==> config.mk <==
export PLATFORM = sky130hd
export DESIGN_NAME = cwt_cache
export DESIGN_NICKNAME = d
export VERILOG_FILES = /design/src/rtl/cwt_pkg.sv /design/src/rtl/cwt_tag_store.sv /design/src/rtl/cwt_data_store.sv /design/src/rtl/cwt_ctrl.sv /design/src/rtl/cwt_cache.sv
export SDC_FILE = /design/constraint.sdc
export NUM_CORES = 2
export LEC_CHECK = 0
export BUFFER_PORTS_ARGS = -buffer_cell sky130_fd_sc_hd__buf_2
export CELL_PAD_IN_SITES_DETAIL_PLACEMENT = 2
export CELL_PAD_IN_SITES_GLOBAL_PLACEMENT = 2
export CORE_UTILIZATION = 35
export DETAILED_ROUTE_END_ITERATION = 10
export PLACE_DENSITY = 0.58
export SYNTH_ARGS = -nofsm -noshare
export SYNTH_HDL_FRONTEND = slang
export SYNTH_SLANG_ARGS = --single-unit
==> constraint.sdc <==
create_clock -name clk -period 3.45 [get_ports clk]
set_input_delay 0.69 -clock clk [delete_from_list [all_inputs] [get_ports clk]]
set_output_delay 0.69 -clock clk [all_outputs]
set_load 0.01 [all_outputs]
==> src/rtl/cwt_pkg.sv <==
package cwt_pkg;

    typedef enum logic [1:0] {
        ST_IDLE   = 2'd0,
        ST_RDFILL = 2'd1,
        ST_WRTHRU = 2'd2
    } cwt_state_e;

endpackage

==> src/rtl/cwt_tag_store.sv <==
module cwt_tag_store #(
    parameter int LINES = 16,
    parameter int WORDS = 4,
    parameter int TAG_W = 6,
    localparam int IDX_W = $clog2(LINES),
    localparam int OFF_W = $clog2(WORDS)
) (
    input  logic             clk,
    input  logic             rst_n,
    input  logic [IDX_W-1:0] lk_idx,
    input  logic [TAG_W-1:0] lk_tag,
    input  logic [OFF_W-1:0] lk_word,
    output logic             lk_hit,
    input  logic             upd_en,
    input  logic [IDX_W-1:0] upd_idx,
    input  logic [TAG_W-1:0] upd_tag,
    input  logic [OFF_W-1:0] upd_word
);

    logic [LINES-1:0][TAG_W-1:0] tag_d, tag_q;
    logic [LINES-1:0][WORDS-1:0] val_d, val_q;

    // Lookup: tag equality and the addressed word's valid bit
    always_comb begin
        lk_hit = (tag_q[lk_idx] == lk_tag) && val_q[lk_idx][lk_word];
    end

    // Allocation: a tag change keeps only the written word valid,
    // a matching tag just turns the written word on
    always_comb begin
        tag_d = tag_q;
        val_d = val_q;
        if (upd_en) begin
            if (tag_q[upd_idx] != upd_tag) begin
                tag_d[upd_idx] = upd_tag;
                val_d[upd_idx] = '0;
            end
            val_d[upd_idx][upd_word] = 1'b1;
        end
    end

    always_ff @(posedge clk or negedge rst_n) begin
        if (!rst_n) begin
            tag_q <= '0;
            val_q <= '0;
        end else begin
            tag_q <= tag_d;
            val_q <= val_d;
        end
    end

endmodule

==> src/rtl/cwt_data_store.sv <==
module cwt_data_store #(
    parameter int LINES  = 16,
    parameter int WORDS  = 4,
    parameter int DATA_W = 32,
    localparam int IDX_W = $clog2(LINES),
    localparam int OFF_W = $clog2(WORDS)
) (
    input  logic              clk,
    input  logic [IDX_W-1:0]  rd_idx,
    input  logic [OFF_W-1:0]  rd_word,
    output logic [DATA_W-1:0] rd_data,
    input  logic              wr_en,
    input  logic [IDX_W-1:0]  wr_idx,
    input  logic [OFF_W-1:0]  wr_word,
    input  logic [DATA_W-1:0] wr_data
);

    logic [LINES-1:0][WORDS-1:0][DATA_W-1:0] arr_d, arr_q;

    always_comb begin
        rd_data = arr_q[rd_idx][rd_word];
    end

    always_comb begin
        arr_d = arr_q;
        if (wr_en) begin
            arr_d[wr_idx][wr_word] = wr_data;
        end
    end

    // Data words carry no reset: validity lives in the tag store
    always_ff @(posedge clk) begin
        arr_q <= arr_d;
    end

endmodule

==> src/rtl/cwt_ctrl.sv <==
module cwt_ctrl
    import cwt_pkg::*;
#(
    parameter int ADDR_W = 12,
    parameter int DATA_W = 32
) (
    input  logic              clk,
    input  logic              rst_n,
    input  logic              req_valid,
    input  logic              req_write,
    input  logic [ADDR_W-1:0] req_addr,
    input  logic [DATA_W-1:0] req_wdata,
    output logic              cpu_ready,
    output logic              rsp_valid,
    output logic              rsp_hit,
    output logic [DATA_W-1:0] rsp_rdata,
    input  logic              lk_hit,
    input  logic [DATA_W-1:0] lk_data,
    output logic              upd_en,
    output logic [ADDR_W-1:0] upd_addr,
    output logic [DATA_W-1:0] upd_data,
    output logic              mem_rd_req,
    output logic              mem_wr_req,
    output logic [ADDR_W-1:0] mem_addr,
    output logic [DATA_W-1:0] mem_wdata,
    input  logic              mem_rd_valid,
    input  logic [DATA_W-1:0] mem_rd_data,
    input  logic              mem_wr_ack
);

    typedef struct packed {
        cwt_state_e        st;
        logic [ADDR_W-1:0] addr;
        logic [DATA_W-1:0] wdata;
        logic              hit;
        logic              rsp_v;
        logic [DATA_W-1:0] rdata;
    } ctl_s;

    ctl_s ctl_d, ctl_q;

    always_comb begin
        ctl_d       = ctl_q;
        ctl_d.rsp_v = 1'b0;
        upd_en      = 1'b0;
        upd_addr    = ctl_q.addr;
        upd_data    = mem_rd_data;
        unique case (ctl_q.st)
            ST_IDLE: begin
                if (req_valid) begin
                    ctl_d.addr  = req_addr;
                    ctl_d.wdata = req_wdata;
                    ctl_d.hit   = lk_hit;
                    if (req_write) begin
                        // allocate at once, no fill needed
                        upd_en   = 1'b1;
                        upd_addr = req_addr;
                        upd_data = req_wdata;
                        ctl_d.st = ST_WRTHRU;
                    end else if (lk_hit) begin
                        ctl_d.rsp_v = 1'b1;
                        ctl_d.rdata = lk_data;
                    end else begin
                        ctl_d.st = ST_RDFILL;
                    end
                end
            end
            ST_RDFILL: begin
                if (mem_rd_valid) begin
                    upd_en      = 1'b1;
                    ctl_d.rsp_v = 1'b1;
                    ctl_d.rdata = mem_rd_data;
                    ctl_d.hit   = 1'b0;
                    ctl_d.st    = ST_IDLE;
                end
            end
            ST_WRTHRU: begin
                if (mem_wr_ack) begin
                    ctl_d.rsp_v = 1'b1;
                    ctl_d.rdata = ctl_q.wdata;
                    ctl_d.st    = ST_IDLE;
                end
            end
            default: ctl_d.st = ST_IDLE;
        endcase
    end

    always_ff @(posedge clk or negedge rst_n) begin
        if (!rst_n) begin
            ctl_q <= '{st: ST_IDLE, default: '0};
        end else begin
            ctl_q <= ctl_d;
        end
    end

    assign cpu_ready  = (ctl_q.st == ST_IDLE);
    assign rsp_valid  = ctl_q.rsp_v;
    assign rsp_hit    = ctl_q.hit;
    assign rsp_rdata  = ctl_q.rdata;
    assign mem_rd_req = (ctl_q.st == ST_RDFILL);
    assign mem_wr_req = (ctl_q.st == ST_WRTHRU);
    assign mem_addr   = ctl_q.addr;
    assign mem_wdata  = ctl_q.wdata;

endmodule

==> src/rtl/cwt_cache.sv <==
module cwt_cache #(
    parameter int ADDR_W = 12,
    parameter int DATA_W = 32,
    parameter int LINES  = 16,
    parameter int WORDS  = 4
) (
    input  logic              clk,
    input  logic              rst_n,
    input  logic              req_valid,
    input  logic              req_write,
    input  logic [ADDR_W-1:0] req_addr,
    input  logic [DATA_W-1:0] req_wdata,
    output logic              cpu_ready,
    output logic              rsp_valid,
    output logic              rsp_hit,
    output logic [DATA_W-1:0] rsp_rdata,
    output logic              mem_rd_req,
    output logic              mem_wr_req,
    output logic [ADDR_W-1:0] mem_addr,
    output logic [DATA_W-1:0] mem_wdata,
    input  logic              mem_rd_valid,
    input  logic [DATA_W-1:0] mem_rd_data,
    input  logic              mem_wr_ack
);

    localparam int OFF_W = $clog2(WORDS);
    localparam int IDX_W = $clog2(LINES);
    localparam int TAG_W = ADDR_W - OFF_W - IDX_W;

    logic              lk_hit;
    logic [DATA_W-1:0] lk_data;
    logic              upd_en;
    logic [ADDR_W-1:0] upd_addr;
    logic [DATA_W-1:0] upd_data;

    // address split: {tag, line index, word offset}
    logic [OFF_W-1:0] lk_word, upd_word;
    logic [IDX_W-1:0] lk_idx, upd_idx;
    logic [TAG_W-1:0] lk_tag, upd_tag;

    assign lk_word  = req_addr[OFF_W-1:0];
    assign lk_idx   = req_addr[OFF_W+IDX_W-1:OFF_W];
    assign lk_tag   = req_addr[ADDR_W-1:OFF_W+IDX_W];
    assign upd_word = upd_addr[OFF_W-1:0];
    assign upd_idx  = upd_addr[OFF_W+IDX_W-1:OFF_W];
    assign upd_tag  = upd_addr[ADDR_W-1:OFF_W+IDX_W];

    cwt_tag_store #(.LINES(LINES), .WORDS(WORDS), .TAG_W(TAG_W)) u_tags (
        .clk      (clk),
        .rst_n    (rst_n),
        .lk_idx   (lk_idx),
        .lk_tag   (lk_tag),
        .lk_word  (lk_word),
        .lk_hit   (lk_hit),
        .upd_en   (upd_en),
        .upd_idx  (upd_idx),
        .upd_tag  (upd_tag),
        .upd_word (upd_word)
    );

    cwt_data_store #(.LINES(LINES), .WORDS(WORDS), .DATA_W(DATA_W)) u_data (
        .clk     (clk),
        .rd_idx  (lk_idx),
        .rd_word (lk_word),
        .rd_data (lk_data),
        .wr_en   (upd_en),
        .wr_idx  (upd_idx),
        .wr_word (upd_word),
        .wr_data (upd_data)
    );

    cwt_ctrl #(.ADDR_W(ADDR_W), .DATA_W(DATA_W)) u_ctrl (
        .clk          (clk),
        .rst_n        (rst_n),
        .req_valid    (req_valid),
        .req_write    (req_write),
        .req_addr     (req_addr),
        .req_wdata    (req_wdata),
        .cpu_ready    (cpu_ready),
        .rsp_valid    (rsp_valid),
        .rsp_hit      (rsp_hit),
        .rsp_rdata    (rsp_rdata),
        .lk_hit       (lk_hit),
        .lk_data      (lk_data),
        .upd_en       (upd_en),
        .upd_addr     (upd_addr),
        .upd_data     (upd_data),
        .mem_rd_req   (mem_rd_req),
        .mem_wr_req   (mem_wr_req),
        .mem_addr     (mem_addr),
        .mem_wdata    (mem_wdata),
        .mem_rd_valid (mem_rd_valid),
        .mem_rd_data  (mem_rd_data),
        .mem_wr_ack   (mem_wr_ack)
    );

endmodule

# Yosys cells after proc, flatten, opt, wreduce, memory -nomap -nowiden
# Index checks and enable logic that the tools add are counted.
# totals
regBits	2288
inputBits	82
output_inout_bits	81
# classes
n_lt_le_gt_ge	6
eq_ne	10
mux	50
bitwise	3
reduce_logical	11
# ops
operator	n
bitwise mux 2048 bit	1
binary-select mux 128 bit (select 4 bit)	1
demux 128 bit (select 4 bit)	1
two-way mux 128 bit	2
two-way mux 32 bit	5
two-way mux 64 bit	2
two-way mux 33 bit	3
one-hot mux 33 bit (3 select lines)	1
bitwise mux 96 bit	1
two-way mux 80 bit	1
bitwise AND 64 bit	1
binary-select mux 32 bit (select 2 bit)	1
demux 32 bit (select 2 bit)	1
NOT 64 bit	1
OR 64 bit	1
binary-select mux 6 bit (select 4 bit)	2
two-way mux 12 bit	3
two-way mux 34 bit	1
demux 4 bit (select 4 bit)	2
demux 6 bit (select 4 bit)	1
two-way mux 6 bit	3
binary-select mux 4 bit (select 4 bit)	1
two-way mux 4 bit	3
less-than comparator 4 x 5 -> 1 bit (second input constant)	2
24 further kinds	39

# Logic depth before layout (Yosys ltp)
# depth
depth_word	12
mapped_depth	15
ltp_nobuf	9

# Hierarchy
# A second synthesis with hierarchy kept.
# hier_totals
cells_unflattened	4441
area_unflattened_um2	91243.8
# modules_own_cells
module	n_inst	cells_per_inst	area_per_inst_um2	seq_area_each_um2
cwt_data_store	1	3414	78064.9	61499.0
cwt_tag_store	1	597	8445.6	4003.8
cwt_ctrl	1	430	4733.3	2001.9

# Least setup slack after synthesis
# OpenSTA, ideal clock, no wires.
# synth_timing
kind	input-to-reg
from	input req_addr[3]
to	register u_data.arr_q[1920] (netlist name) (enable)
arrival_ns	4.103
slack_ns	-1.074
path_stages	10
path_buffers	6
path_cell_list	buf_2 clkbuf_1 buf_1 buf_2 buf_1 mux2i_1 nor2_1 nand2_1 clkbuf_1 nor2_1
# synth_rtl
item	line	text
from (decl)	cwt_cache.sv:11	input logic [ADDR_W-1:0] req_addr,
to (signal assigned)	cwt_data_store.sv:33	arr_q <= arr_d;
to (decl)	cwt_data_store.sv:18	logic [LINES-1:0][WORDS-1:0][DATA_W-1:0] arr_d, arr_q;

# Worst setup path in the final report
# layout_timing
from	register u_ctrl.ctl_q[78] (netlist name)
to	register u_tags.tag_q[67] (netlist name)
# layout_via
elab_chain_cells	7
# layout_lines
item	line	text
from (decl)	cwt_ctrl.sv:40	ctl_s ctl_d, ctl_q;
from (signal assigned)	cwt_ctrl.sv:92	ctl_q <= ctl_d;
logical NOT 2 bit	cwt_ctrl.sv:48	unique case (ctl_q.st)
two-way mux 12 bit	cwt_ctrl.sv:48	
less-than comparator 4 x 5 -> 1 bit (implied by the code) or greater-or-equal comparator 4 x 1 -> 1 bit (tied branches)	cwt_tag_store.sv:35	tag_d[upd_idx] = upd_tag;
logical AND 1 bit (implied by the code)	cwt_tag_store.sv:35	
two-way mux 6 bit (implied by the code)	cwt_tag_store.sv:35	
demux 6 bit (select 4 bit)	n/a	
bitwise mux 96 bit	cwt_tag_store.sv:35	
to (signal assigned)	cwt_tag_store.sv:47	tag_q <= tag_d;
to (decl)	cwt_tag_store.sv:20	logic [LINES-1:0][TAG_W-1:0] tag_d, tag_q;
# Several ways; a longest one is shown, not always the timed one. The select of a mux whose other input is x is not followed.
# A chain may end at the register's enable or synchronous reset.

==> results_dict.tcl <==
set metrics [dict create \
    status "completed" \
    tritoncts "yes" \
    finalSetupTns_ns 0 \
    fin_worst_skew_ns 0.09237 \
    startpoint_type "flip-flop" \
    hold_path_class "in2reg" \
    design.core.area_mm2 0.2574 \
    crit_type "reg2reg" \
    synth_top_family_by_area "multiplexers" \
    hold_viol_final 0 \
    synth_warnings 0 \
    cts_max_level 4 \
    wirelength_mm 285.2 \
    fin_crit_sh 0.9887 \
    cts_root_buf "clkbuf_16" \
    ioPinCount 163 \
    combPwrFrac 0.146 \
    rows 186 \
    clk_latency_ns 0.89 \
    seqPwrFrac 0.488 \
    tightest_slew_ns 0.9174 \
    drive_above_1_share 0.3645 \
    cap_violations 0 \
    grt_pass1_vias 50586 \
    rsz0062_at_grt "yes" \
    cts_buffer_depth 3 \
    final_area_mm2 0.1091 \
    final_cell_mix "edfxtp_1 (2,048), mux4_2 (719), buf_4 (260), nand2_1 (257), dfrtp_1 (240)" \
    worst_slack_ns 0.03889 \
    placed_area_mm2 0.1005 \
    synth_area_mm2 0.09083 \
    end_kind "flip-flop" \
    drc 0 \
    layout.nets 4892 \
    fmax_ghz 0.2932 \
    grt_max_degree 66 \
    drt_iter0_markers 4297 \
    max_slew_margin 0.3820 \
    ys_ff_latch 2288 \
    maxSlewViolCount 0 \
    synthToLayoutAreaGrowth_pct 20.08 \
    die_w_um 511.4 \
    routedWlPerCell_um 33.96 \
    num_vias 46729 \
    intPower_mw 50.57 \
    synth.distinct_cells 42 \
    synthXorXnorAreaFrac 0.001446 \
    grt_first_pass_wirelength_mm 404.3 \
    dp.cells 7883 \
    postSynthAreaPerCell_um2 21.41 \
    grt_use_total 0.2180 \
    final_common_cell "edfxtp_1" \
    start_util 0.3529 \
    clk_pin_slew_ns 0.06 \
    cts_buffers 233 \
    p_leak_nw 36.03 \
    cts_sinks 2288 \
    port_buffers 162 \
    p_sw_frac 0.2640 \
    synthMuxAreaShare 0.1896 \
    first_pass_iters 5 \
    pwr-share-clk 0.366 \
    hpwl_mm 175.4 \
    layoutNonFillerInstCount 8399 \
    crit_arrival_ns 4.15 \
    period_minus_slack_ns 3.411 \
    gp_congestion 0.7913 \
    critPathRequiredTime_ns 4.19 \
    synth_compound_area_frac 0.02482 \
    totalPowerFinal_mw 68.70 \
    placement.setup.worst_slack_ns -0.5794 \
    synthSimpleGateAreaFrac 0.02011 \
    ant_nets 0 \
    top_usage_layer "met2" \
    setup_violations 0 \
    p_sw_mw 18.14 \
    grtUsageMet1 0.2985 \
    use_met3 0.02671 \
    via_per_inst 5.564 \
    synth_fp_nets 4325 \
    die_h_um 511.4 \
    powerDensity_mw_per_mm2 629.9 \
    grtUsageMet2 0.3707 \
    seq_area_frac_synth 0.7432 \
    critPathMaxFanout 12 \
    grt.overflow.total 0 \
    syn_inst 4243 \
    n_fill_cell 23571 \
    synthAdderAreaFrac 0 \
    die_area_mm2 0.2616 \
    antenna_found_initial 2 \
    irDropWorstVdd_uv 515.6 \
]
power groups by stage:
stage               clock network (mW)  logic, mW  registers, mW
floorplan                            0       5.77           33.5
global placement                     0       9.16           34.0
finish                            25.2       10.0           33.5
detailed placement                   0       9.47           34.0
CTS                               25.7       9.88           33.5
global route                      26.6       10.7           33.6
final timing paths:
path	startpoint	endpoint	slack, ns	cells past startpoint
setup / recovery	u_ctrl.ctl_q[78]	u_tags.tag_q[67]	0.04	15
hold / removal	req_addr[10]	u_ctrl.mem_addr[10]	0.09	3
setup reg to reg	u_ctrl.ctl_q[78]	u_tags.tag_q[67]	0.04	15
hold reg to reg	u_ctrl.mem_wdata[25]	u_ctrl.mem_wdata[25]	0.51	2
max in group asynchronous	rst_n	u_ctrl.mem_wdata[19]	2.13	3
min in group asynchronous	rst_n	u_tags.val_q[5]	0.39	2
layout make-up:
type | count | area, µm² | area share
clock buffers | 314 | 6277 | 0.05755
inverters | 67 | 251.5 | 0.002306
flip-flops and latches | 2288 | 67500 | 0.6189
repair buffers | 665 | 7327 | 0.06718
well taps | 3384 | 4234 | 0.03882
diodes | 3 | 7.507 | 0.00006883
multi-input cells | 1555 | 22230 | 0.2038
clock inverters | 123 | 1237 | 0.01135
cell usage after synthesis:
library cell | number | share of area
edfxtp_1 | 2048 | 0.68
mux4_2 | 719 | 0.18
nand2_1 | 291 | 0.012
dfrtp_1 | 240 | 0.066
clkbuf_1 | 161 | 0.0067
o32a_1 | 96 | 0.011
mux2i_1 | 85 | 0.0094
nor2_1 | 84 | 0.0035
buf_4 | 82 | 0.0068
inv_1 | 67 | 0.0028
o22ai_1 | 64 | 0.0044
a22oi_1 | 57 | 0.0047
buf_1 | 57 | 0.0024
nor2b_1 | 36 | 0.0025
o21ai_0 | 36 | 0.0020
buf_2 | 26 | 0.0014
a211oi_2 | 16 | 0.0022
mux2_2 | 13 | 0.0016
xnor2_1 | 10 | 0.00096
buf_6 | 7 | 0.00087
a21oi_1 | 6 | 0.00033
nand4_1 | 6 | 0.00041
nand2b_1 | 5 | 0.00034
xor2_1 | 5 | 0.00048
and2_1 | 4 | 0.00028
a211oi_1 | 3 | 0.00025
nor3_1 | 3 | 0.00017
and3_1 | 2 | 0.00014
a221oi_1 | 1 | 0.000096
a31oi_1 | 1 | 0.000069
and4_1 | 1 | 0.000096
mux2_4 | 1 | 0.00017
mux2i_2 | 1 | 0.00015
nand3_1 | 1 | 0.000055
nand4bb_1 | 1 | 0.00012
nor2_2 | 1 | 0.000069
nor3b_1 | 1 | 0.000083
nor4_1 | 1 | 0.000069
nor4_4 | 1 | 0.00023
o22a_1 | 1 | 0.000096
o32ai_1 | 1 | 0.000096
or2_2 | 1 | 0.000069
per-layer routing:
metal	wire length, µm	vias to the layer above
li1	-	18800
met1	122700	26392
met2	144500	1244
met3	11860	293
met4	6122	0
met5	0	-
logic make-up (layout without fill, tap and decap cells):
logic type	Yosys count	in the layout
other	0	3
and+or+nand+nor	439	439
xor gates and xnor gates	15	15
muxes	819	819
AOI/OAI and AO/OA	282	282
DFF	2288	2288
buffers and inverters	400	1169
sequential cells by signal, indices dropped and copies added (netlist names):
signal	count
u_ctrl.ctl_q	2
u_ctrl.mem_addr	12
u_ctrl.mem_wdata	32
u_ctrl.rsp_hit	1
u_ctrl.rsp_rdata	32
u_ctrl.rsp_valid	1
u_data.arr_q	2048
u_tags.tag_q	96
u_tags.val_q	64
repair_timing:
item,4_1_cts,5_1_grt
resized for setup,17,16
hold endpoints to repair,93,0
pin swaps,4,11
hold buffers,35,0
setup buffers,16,23
cloned,2,0
endpoints found under the setup margin,157,156
critical path, cell delays in order, from the launching register on:
cell and delay (ns):
dfrtp_1 0.39, nand4bb_4 0.27, mux2_4 0.36, buf_12 0.16
buf_4 0.17, mux2i_1 0.14, a22oi_2 0.24, nand4_1 0.14
xor2_1 0.19, nor4_4 0.35, buf_12 0.18, buf_4 0.14
buf_4 0.11, a211oi_4 0.06, buf_12 0.18, o32a_1 0.18
per-stage QoR:
step                      utilization  hold slack (ns)
after global placement         0.3905           0.4790
final                          0.4237          0.08601
after floorplan                     -           0.3944
after detailed placement       0.3905           0.4988
after CTS                      0.4224          0.01780
after global routing           0.4237          0.06467
No activity file was read; power rests on OpenSTA's default activity.
